**src/rtl/gpio_bank_pkg.sv**
```systemverilog
package gpio_bank_pkg;
   localparam int DATA_W = 32;
   localparam int ADDR_W = 4;
   localparam int FIELD_W = 2;
   localparam int PINS_PER_FUNC_WORD = DATA_W / FIELD_W;

   localparam logic [ADDR_W-1:0] A_LEVEL = 4'd0;
   localparam logic [ADDR_W-1:0] A_DIR = 4'd1;
   localparam logic [ADDR_W-1:0] A_SET = 4'd2;
   localparam logic [ADDR_W-1:0] A_CLR = 4'd3;
   localparam logic [ADDR_W-1:0] A_RISE = 4'd4;
   localparam logic [ADDR_W-1:0] A_FALL = 4'd5;
   localparam logic [ADDR_W-1:0] A_STAT = 4'd6;
   localparam logic [ADDR_W-1:0] A_FUNC0 = 4'd7;
endpackage

```
**src/rtl/gpio_pin_sync.sv**
```systemverilog
module gpio_pin_sync #(
   parameter int WIDTH = 32,
   parameter int STAGES = 2
) (
   input  logic             clk,
   input  logic             rst_n,
   input  logic [WIDTH-1:0] async_in,
   output logic [WIDTH-1:0] sync_now,
   output logic [WIDTH-1:0] sync_prev
);
   if (STAGES < 2) begin : g_bad_stages
      $error("gpio_pin_sync: STAGES must be at least 2");
   end

   logic [WIDTH-1:0] stage_q [STAGES];

   always_ff @(posedge clk or negedge rst_n) begin
      if (!rst_n) stage_q[0] <= '0;
      else        stage_q[0] <= async_in;
   end

   for (genvar s = 1; s < STAGES; s++) begin : g_stage
      always_ff @(posedge clk or negedge rst_n) begin
         if (!rst_n) stage_q[s] <= '0;
         else        stage_q[s] <= stage_q[s-1];
      end
   end

   always_ff @(posedge clk or negedge rst_n) begin
      if (!rst_n) sync_prev <= '0;
      else        sync_prev <= stage_q[STAGES-1];
   end

   assign sync_now = stage_q[STAGES-1];
endmodule

```
**src/rtl/gpio_edge_status.sv**
```systemverilog
module gpio_edge_status #(
   parameter int WIDTH = 32
) (
   input  logic             clk,
   input  logic             rst_n,
   input  logic [WIDTH-1:0] sync_now,
   input  logic [WIDTH-1:0] sync_prev,
   input  logic [WIDTH-1:0] rise_en,
   input  logic [WIDTH-1:0] fall_en,
   input  logic             clr_we,
   input  logic [WIDTH-1:0] clr_mask,
   output logic [WIDTH-1:0] status
);
   logic [WIDTH-1:0] hit;
   logic [WIDTH-1:0] keep;

   assign hit  = (sync_now & ~sync_prev & rise_en) | (~sync_now & sync_prev & fall_en);
   assign keep = clr_we ? (status & ~clr_mask) : status;

   always_ff @(posedge clk or negedge rst_n) begin
      if (!rst_n) status <= '0;
      else        status <= keep | hit;
   end
endmodule

```
**src/rtl/gpio_func_regs.sv**
```systemverilog
module gpio_func_regs
   import gpio_bank_pkg::*;
#(
   parameter int NUM_PINS = 32,
   localparam int WORDS = (NUM_PINS + PINS_PER_FUNC_WORD - 1) / PINS_PER_FUNC_WORD
) (
   input  logic                      clk,
   input  logic                      rst_n,
   input  logic [WORDS-1:0]          word_we,
   input  logic [DATA_W-1:0]         wdata,
   output logic [FIELD_W*NUM_PINS-1:0] fields,
   output logic [DATA_W-1:0]         rd_word [WORDS]
);
   for (genvar w = 0; w < WORDS; w++) begin : g_word
      for (genvar j = 0; j < PINS_PER_FUNC_WORD; j++) begin : g_slot
         localparam int PIN = w * PINS_PER_FUNC_WORD + j;
         if (PIN < NUM_PINS) begin : g_pin
            always_ff @(posedge clk or negedge rst_n) begin
               if (!rst_n)        fields[FIELD_W*PIN +: FIELD_W] <= '0;
               else if (word_we[w]) fields[FIELD_W*PIN +: FIELD_W] <= wdata[FIELD_W*j +: FIELD_W];
            end
            assign rd_word[w][FIELD_W*j +: FIELD_W] = fields[FIELD_W*PIN +: FIELD_W];
         end else begin : g_empty
            assign rd_word[w][FIELD_W*j +: FIELD_W] = '0;
         end
      end
   end
endmodule

```
**src/rtl/gpio_edge_bank.sv**
```systemverilog
module gpio_edge_bank
   import gpio_bank_pkg::*;
#(
   parameter int NUM_PINS = 32,
   parameter int SYNC_STAGES = 2
) (
   input  logic                      clk,
   input  logic                      rst_n,
   input  logic [ADDR_W-1:0]         reg_addr,
   input  logic                      reg_wr,
   input  logic [DATA_W-1:0]         reg_wdata,
   output logic [DATA_W-1:0]         reg_rdata,
   input  logic [NUM_PINS-1:0]       pad_in,
   output logic [NUM_PINS-1:0]       pad_out,
   output logic [NUM_PINS-1:0]       pad_oe,
   output logic [FIELD_W*NUM_PINS-1:0] pin_func,
   output logic                      irq_pin0,
   output logic                      irq_pin1,
   output logic                      irq_shared
);
   localparam int FWORDS = (NUM_PINS + PINS_PER_FUNC_WORD - 1) / PINS_PER_FUNC_WORD;

   if (NUM_PINS < 3 || NUM_PINS > DATA_W) begin : g_bad_pins
      $error("gpio_edge_bank: NUM_PINS must lie in 3..32");
   end

   logic [NUM_PINS-1:0] wmask;
   logic [NUM_PINS-1:0] dir_q, latch_q, rise_q, fall_q;
   logic [NUM_PINS-1:0] lvl, lvl_prev, stat;
   logic [FWORDS-1:0]   func_we;
   logic [DATA_W-1:0]   func_rd [FWORDS];

   assign wmask = reg_wdata[NUM_PINS-1:0];

   always_ff @(posedge clk or negedge rst_n) begin
      if (!rst_n) begin
         dir_q   <= '0;
         latch_q <= '0;
         rise_q  <= '0;
         fall_q  <= '0;
      end else if (reg_wr) begin
         case (reg_addr)
            A_DIR:   dir_q   <= wmask;
            A_SET:   latch_q <= latch_q | wmask;
            A_CLR:   latch_q <= latch_q & ~wmask;
            A_RISE:  rise_q  <= wmask;
            A_FALL:  fall_q  <= wmask;
            default: ;
         endcase
      end
   end

   for (genvar w = 0; w < FWORDS; w++) begin : g_fwe
      assign func_we[w] = reg_wr && (reg_addr == A_FUNC0 + ADDR_W'(w));
   end

   gpio_pin_sync #(.WIDTH(NUM_PINS), .STAGES(SYNC_STAGES)) u_sync (
      .clk(clk), .rst_n(rst_n), .async_in(pad_in),
      .sync_now(lvl), .sync_prev(lvl_prev)
   );

   gpio_edge_status #(.WIDTH(NUM_PINS)) u_edge (
      .clk(clk), .rst_n(rst_n), .sync_now(lvl), .sync_prev(lvl_prev),
      .rise_en(rise_q), .fall_en(fall_q),
      .clr_we(reg_wr && reg_addr == A_STAT), .clr_mask(wmask), .status(stat)
   );

   gpio_func_regs #(.NUM_PINS(NUM_PINS)) u_func (
      .clk(clk), .rst_n(rst_n), .word_we(func_we), .wdata(reg_wdata),
      .fields(pin_func), .rd_word(func_rd)
   );

   always_comb begin
      reg_rdata = '0;
      case (reg_addr)
         A_LEVEL: reg_rdata[NUM_PINS-1:0] = lvl;
         A_DIR:   reg_rdata[NUM_PINS-1:0] = dir_q;
         A_RISE:  reg_rdata[NUM_PINS-1:0] = rise_q;
         A_FALL:  reg_rdata[NUM_PINS-1:0] = fall_q;
         A_STAT:  reg_rdata[NUM_PINS-1:0] = stat;
         default: begin
            for (int w = 0; w < FWORDS; w++)
               if (reg_addr == A_FUNC0 + ADDR_W'(w)) reg_rdata = func_rd[w];
         end
      endcase
   end

   assign pad_out    = latch_q;
   assign pad_oe     = dir_q;
   assign irq_pin0   = stat[0];
   assign irq_pin1   = stat[1];
   assign irq_shared = |stat[NUM_PINS-1:2];
endmodule

```
**config.mk**
```make
export PLATFORM = sky130hd
export DESIGN_NAME = gpio_edge_bank
export DESIGN_NICKNAME = d
export VERILOG_FILES = /design/src/rtl/gpio_bank_pkg.sv /design/src/rtl/gpio_pin_sync.sv /design/src/rtl/gpio_edge_status.sv /design/src/rtl/gpio_func_regs.sv /design/src/rtl/gpio_edge_bank.sv
export SDC_FILE = /design/constraint.sdc
export NUM_CORES = 1
export LEC_CHECK = 0
export BUFFER_PORTS_ARGS = -buffer_cell sky130_fd_sc_hd__buf_2
export CELL_PAD_IN_SITES_DETAIL_PLACEMENT = 1
export CELL_PAD_IN_SITES_GLOBAL_PLACEMENT = 1
export CORE_ASPECT_RATIO = 1.25
export CORE_UTILIZATION = 41
export CTS_CLUSTER_DIAMETER = 50
export DETAILED_ROUTE_END_ITERATION = 8
export PLACE_DENSITY = 0.79
export SYNTH_ARGS = -nofsm -noshare
export SYNTH_HDL_FRONTEND = slang
export SYNTH_SLANG_ARGS = --single-unit
```
**constraint.sdc**
```tcl
create_clock -name clk -period 2.6 [get_ports clk]
set_input_delay 0.78 -clock clk [delete_from_list [all_inputs] [get_ports clk]]
set_output_delay 0.78 -clock clk [all_outputs]
set_load 0.02 [all_outputs]
```
After elaboration in Yosys (flattened, before gate mapping)
Cells that the tools add are included.
{ "op_classes": {"reduce_logical": 10, "n_bitwise": 12, "eq_ne": 8, "n_mux": 5} }
{ "op_table": {"columns": ["op", "n"], "rows": [
  ["32-bit bitwise AND", 6],
  ["32-bit case mux with 5 select lines", 1],
  ["32-bit two-way mux", 3],
  ["32-bit NOT", 3],
  ["32-bit bitwise OR", 3],
  ["32-bit case mux with 2 select lines", 1],
  ["30-bit OR reduction", 1],
  ["4-bit by 3-bit == test with 1-bit output (second input constant)", 4],
  ["4-bit by 2-bit == test with 1-bit output (second input constant)", 2],
  ["2-bit AND reduction", 4],
  ["4-bit by 1-bit == test with 1-bit output (second input constant)", 1],
  ["4-bit == test (second input constant)", 1],
  ["4-bit zero test", 1],
  ["1-bit logical AND", 3],
  ["2-bit nonzero test", 1]
]} }
{ "word_totals": {"ff_bits": 320, "input_bits": 71} }

Depth between registers and ports, before layout
{ "logic_depth": {"ltp_word": 5, "depth_mapped": 8, "depth_no_buf": 4} }

Modules after synthesis
Synthesis repeated with hierarchy kept, for this count alone.
{ "hier_totals": {"hier_cells": 1070, "hier_area_um2": 14741.6} }
{ "modules_own_cells": {"columns": ["mod", "area_per_inst_um2", "seq_area_each_um2", "cells_each", "instances"], "rows": [
  ["gpio_edge_bank", 7023.0, 3203.1, 579, 1],
  ["gpio_func_regs", 3170.5, 1601.5, 200, 1],
  ["gpio_pin_sync", 2642.5, 2402.3, 128, 1],
  ["gpio_edge_status", 1905.6, 800.8, 163, 1]
]} }

Least setup slack after synthesis
No wires, ideal clock.
{ "synth_path": {"path_type": "input-to-output", "startpoint": "input reg_addr[1]", "endpoint": "output reg_rdata[0]", "n_path_buf": 2, "arrival_time_ns": 2.175, "slack_ns": -0.355, "cell_stages": 5, "cell_sequence": "buf_4 > nor4b_4 > clkbuf_1 > a22oi_1 > a31oi_1"} }
{ "synth_via": {"elab_chain_len": 4, "word_cells_on_any_way": 10, "cone_classes": "6 x eq/ne; 3 x mux; 1 x reduce/logical"} }
{ "synth_lines": {"columns": ["item", "line", "source"], "rows": [
  ["from (decl)", "gpio_edge_bank.sv:9", "input logic [ADDR_W-1:0] reg_addr,"],
  ["4-bit by 3-bit == test with 1-bit output", "gpio_edge_bank.sv:83", "if (reg_addr == A_FUNC0 + ADDR_W'(w)) reg_rdata = func_rd[w];"],
  ["32-bit two-way mux (2 in series)", "gpio_edge_bank.sv:83", null],
  ["32-bit case mux with 5 select lines (*)", "gpio_edge_bank.sv:75", "case (reg_addr)"],
  ["to (decl)", "gpio_edge_bank.sv:12", "output logic [DATA_W-1:0] reg_rdata,"]
]} }
Mark *: on every way between the ends. The rest lies on a longest branch, timed or not.

Worst setup path after layout
{ "layout_path": {"startpoint": "input reg_addr[0]", "endpoint": "output reg_rdata[15]"} }
Same word-level chain as after synthesis.

==> flow_summary.yaml <==
clocking:
  cts.sinks: 320
  cts_root_buf: "clkbuf_16"
  numCtsBuffers: 34
  cts_tree: "done"
  insertion_delay_ns: 0.52
  postCtsHoldBufs: 0
  path_clk_slew_ns: 0.06
  htree_num_levels: 2
  clk_path_buf_depth: 3
placed_design:
  portBuffers: 233
  dp_cells: 1626
  gp_congestion: 0.7805
  dp_hpwl_microns: 28280
die:
  dieWidth_microns: 160.3
  rows: 72
  die-area_sq_um: 32040
  ios: 234
  die_h_microns: 199.9
  start_util_pct: 41.56
  core_area_sq_um: 30900
sta:
  fmax_mhz: 335.9
  finalSetupTns_ns: -10.41
  final.setup.worst_slack_ns: -0.3775
  worst_pin_slew_ns: 0.5091
  finalSetupViolCount: 33
  maxSlewViolCount: 0
  period_minus_slack_ns: 2.978
  finalHoldViolations: 0
  finalCritPeriodShare_pct: 114.5
  hold-worst-slack_ns: 0.2110
  rsz0062_at_grt: "yes"
  maxSlewHeadroom_pct: 66.06
  fin_skew_ns: 0.009554
worst_setup_path:
  cp.required_ns: 1.82
  endpoint_kind: "output pin"
  slowest_stage: "nor4b_4"
  crit_type: "input port to output pin"
  crit_fanout: 8
  cpLargestDelayFamily: "buffers and inverters"
  critPathBufInv: 5
  path_cells: "buf_12 > buf_8 > nor4b_4 > buf_6 > buf_12 > a221oi_2 > a21oi_2 > buf_6"
  worst_path_largest_cell_delay_ns: 0.37
  cp.arrival_ns: 2.20
  r2r_cells: 3
  critPathLaunchType: "input port"
  cp_num_cells: 8
cells_and_area:
  drive_gt1_share_pct: 45.84
  final_cell_mix: "320 x dfrtp_1, 196 x buf_2, 103 x nand2_1, 92 x mux2_1, 68 x mux2_2"
  area_delta_synth_final_pct: 42.23
  final_util_pct: 59.11
  nNetsFinal: 1359
  final_common_cell: "dfrtp_1"
  fin_cells: 1720
power:
  power_density_nw_per_um2: 803.7
  leakage_nw: 8.219
  ir_worst_vdd_v: 0.0006004
drt:
  routedWlPerCell_microns: 26.47
  via_per_inst: 5.743
  firstDrtPassIters: 6
  drt-initial-drc-count: 573
  drt-total-wl_microns: 45530
  vias: 9878
  route.detailed.drc: 0
  drtAntennaViolNets: 0
status:
  violations: "negative setup slack"
  status: "finished, violations left"
grt:
  grt_max_degree: 64
  grt_pass1_wl_microns: 68340
  antenna_found_initial: 4
  grtUsageTotal_pct: 28.54
  grt_pass1_vias: 10890
  grt-ovfl-total: 0
worst_hold_path:
  hold_path.class: "input port to asynchronous set/reset pin"
run:
  maxCapViolCount: 0
synthesis:
  synth-seq-area-share_pct: 62.36
  syn_area_sq_um: 12840
  syn_nets: 1037
  postSynthAreaPerCell_sq_um: 13.29
  synth_cells: 966
  ys_ff_latch: 320
  synthDistinctLibCells: 29
  yosysWarnings: 0
-- state kept, by name, summed over array words and instances, names as in the netlist, named ones only --
signal and cells:
u_func.fields 64, u_edge.status 32, u_sync.sync_prev 32, u_sync.sync_now 32, fall_q 32, pad_oe 32
rise_q 32, u_sync.stage_q 32
-- path summary, 6_finish.rpt --
check,start,endpoint,slack (ns)
setup / recovery,reg_addr[0],reg_rdata[15],-0.38
hold reg to reg,u_sync.stage_q[39],u_sync.sync_now[7],0.35
hold / removal,rst_n,u_sync.stage_q[62],0.21
max in group asynchronous,rst_n,asynchronous set/reset pin,1.66
min in group clk,u_sync.stage_q[39],u_sync.sync_now[7],0.35
setup reg to reg,u_sync.sync_now[29],u_edge.status[29],1.61
-- where the power goes --
group | internal (mW) | switching [mW] | total, mW
registers | 5.81 | 0.841 | 6.65
logic | 1.24 | 1.71 | 2.94
clock network | 3.04 | 2.05 | 5.09
total | 10.1 | 4.60 | 14.7
-- worst register-to-register path: stages, from the launching register on --
cell	delay, ns
dfrtp_1	0.44
nand3b_1	0.14
o21ai_0	0.11
a21o_1	0.19
-- per-stage QoR --
| step | cell area, sq um | setup WS [ns] | power, mW |
|---|---|---|---|
| 3_5_place_dp | 15740 | -0.5338 | 9.290 |
| 2_1_floorplan | 13440 | -0.1035 | 7.987 |
| 4_1_cts | 18040 | -0.3489 | 14.67 |
| 5_1_grt | 18260 | -0.4217 | 15.22 |
| 6_report | 18260 | -0.3775 | 14.68 |
| 3_3_place_gp | 15740 | -0.5074 | 9.119 |
-- cell type report --
cell class	count	area, sq um
flip-flops and latches	320	8008
diodes	2	5.005
fillers	3019	12640
well taps	407	509.2
clock inverters	13	156.4
repair buffers	345	2910
multi-input cells	555	5545
inverters	32	120.1
clock buffers	46	1010
-- cells by family after synthesis --
family | synth area share [%]
AOI/OAI and AO/OA | 11.18
DFF | 62.36
and+or+nand+nor | 6.840
buffers and inverters | 3.099
muxes | 16.53
-- synthesized netlist by cell type, drive strengths merged --
cell type	count	area share, %
mux2i	32	2.5
a222oi	17	1.3
a22oi	15	0.88
nand3b	32	1.9
a31oi	15	0.73
mux2	160	14
a21o	33	1.9
nor4b	3	0.56
nand2b	1	0.049
inv	32	0.94
nor3	2	0.078
nand2	117	3.4
dfrtp	320	62
and4b	1	0.078
nor4bb	2	0.16
o21ai	32	1.2
nor4	7	0.39
a21oi	18	0.70
or4	1	0.058
clkbuf	32	0.94
nand4	1	0.049
and4	1	0.068
and2	1	0.049
a221oi	64	4.4
buf	27	1.2
-- timing repair --
item | in CTS | in global routing
pin swaps | 36 | 20
resized for setup | 162 | 32
gates cloned | 5 | 3
endpoints found under the setup margin | 33 | 33
buffers inserted | 24 | 4
-- layer usage --
metal,GRT usage [%],share of wire (%)
met5,0,0.026
met4,9.877,2.5
met3,4.380,4.2
met2,52.05,54
met1,34.39,39
No activity file was read; power rests on OpenSTA's default activity.
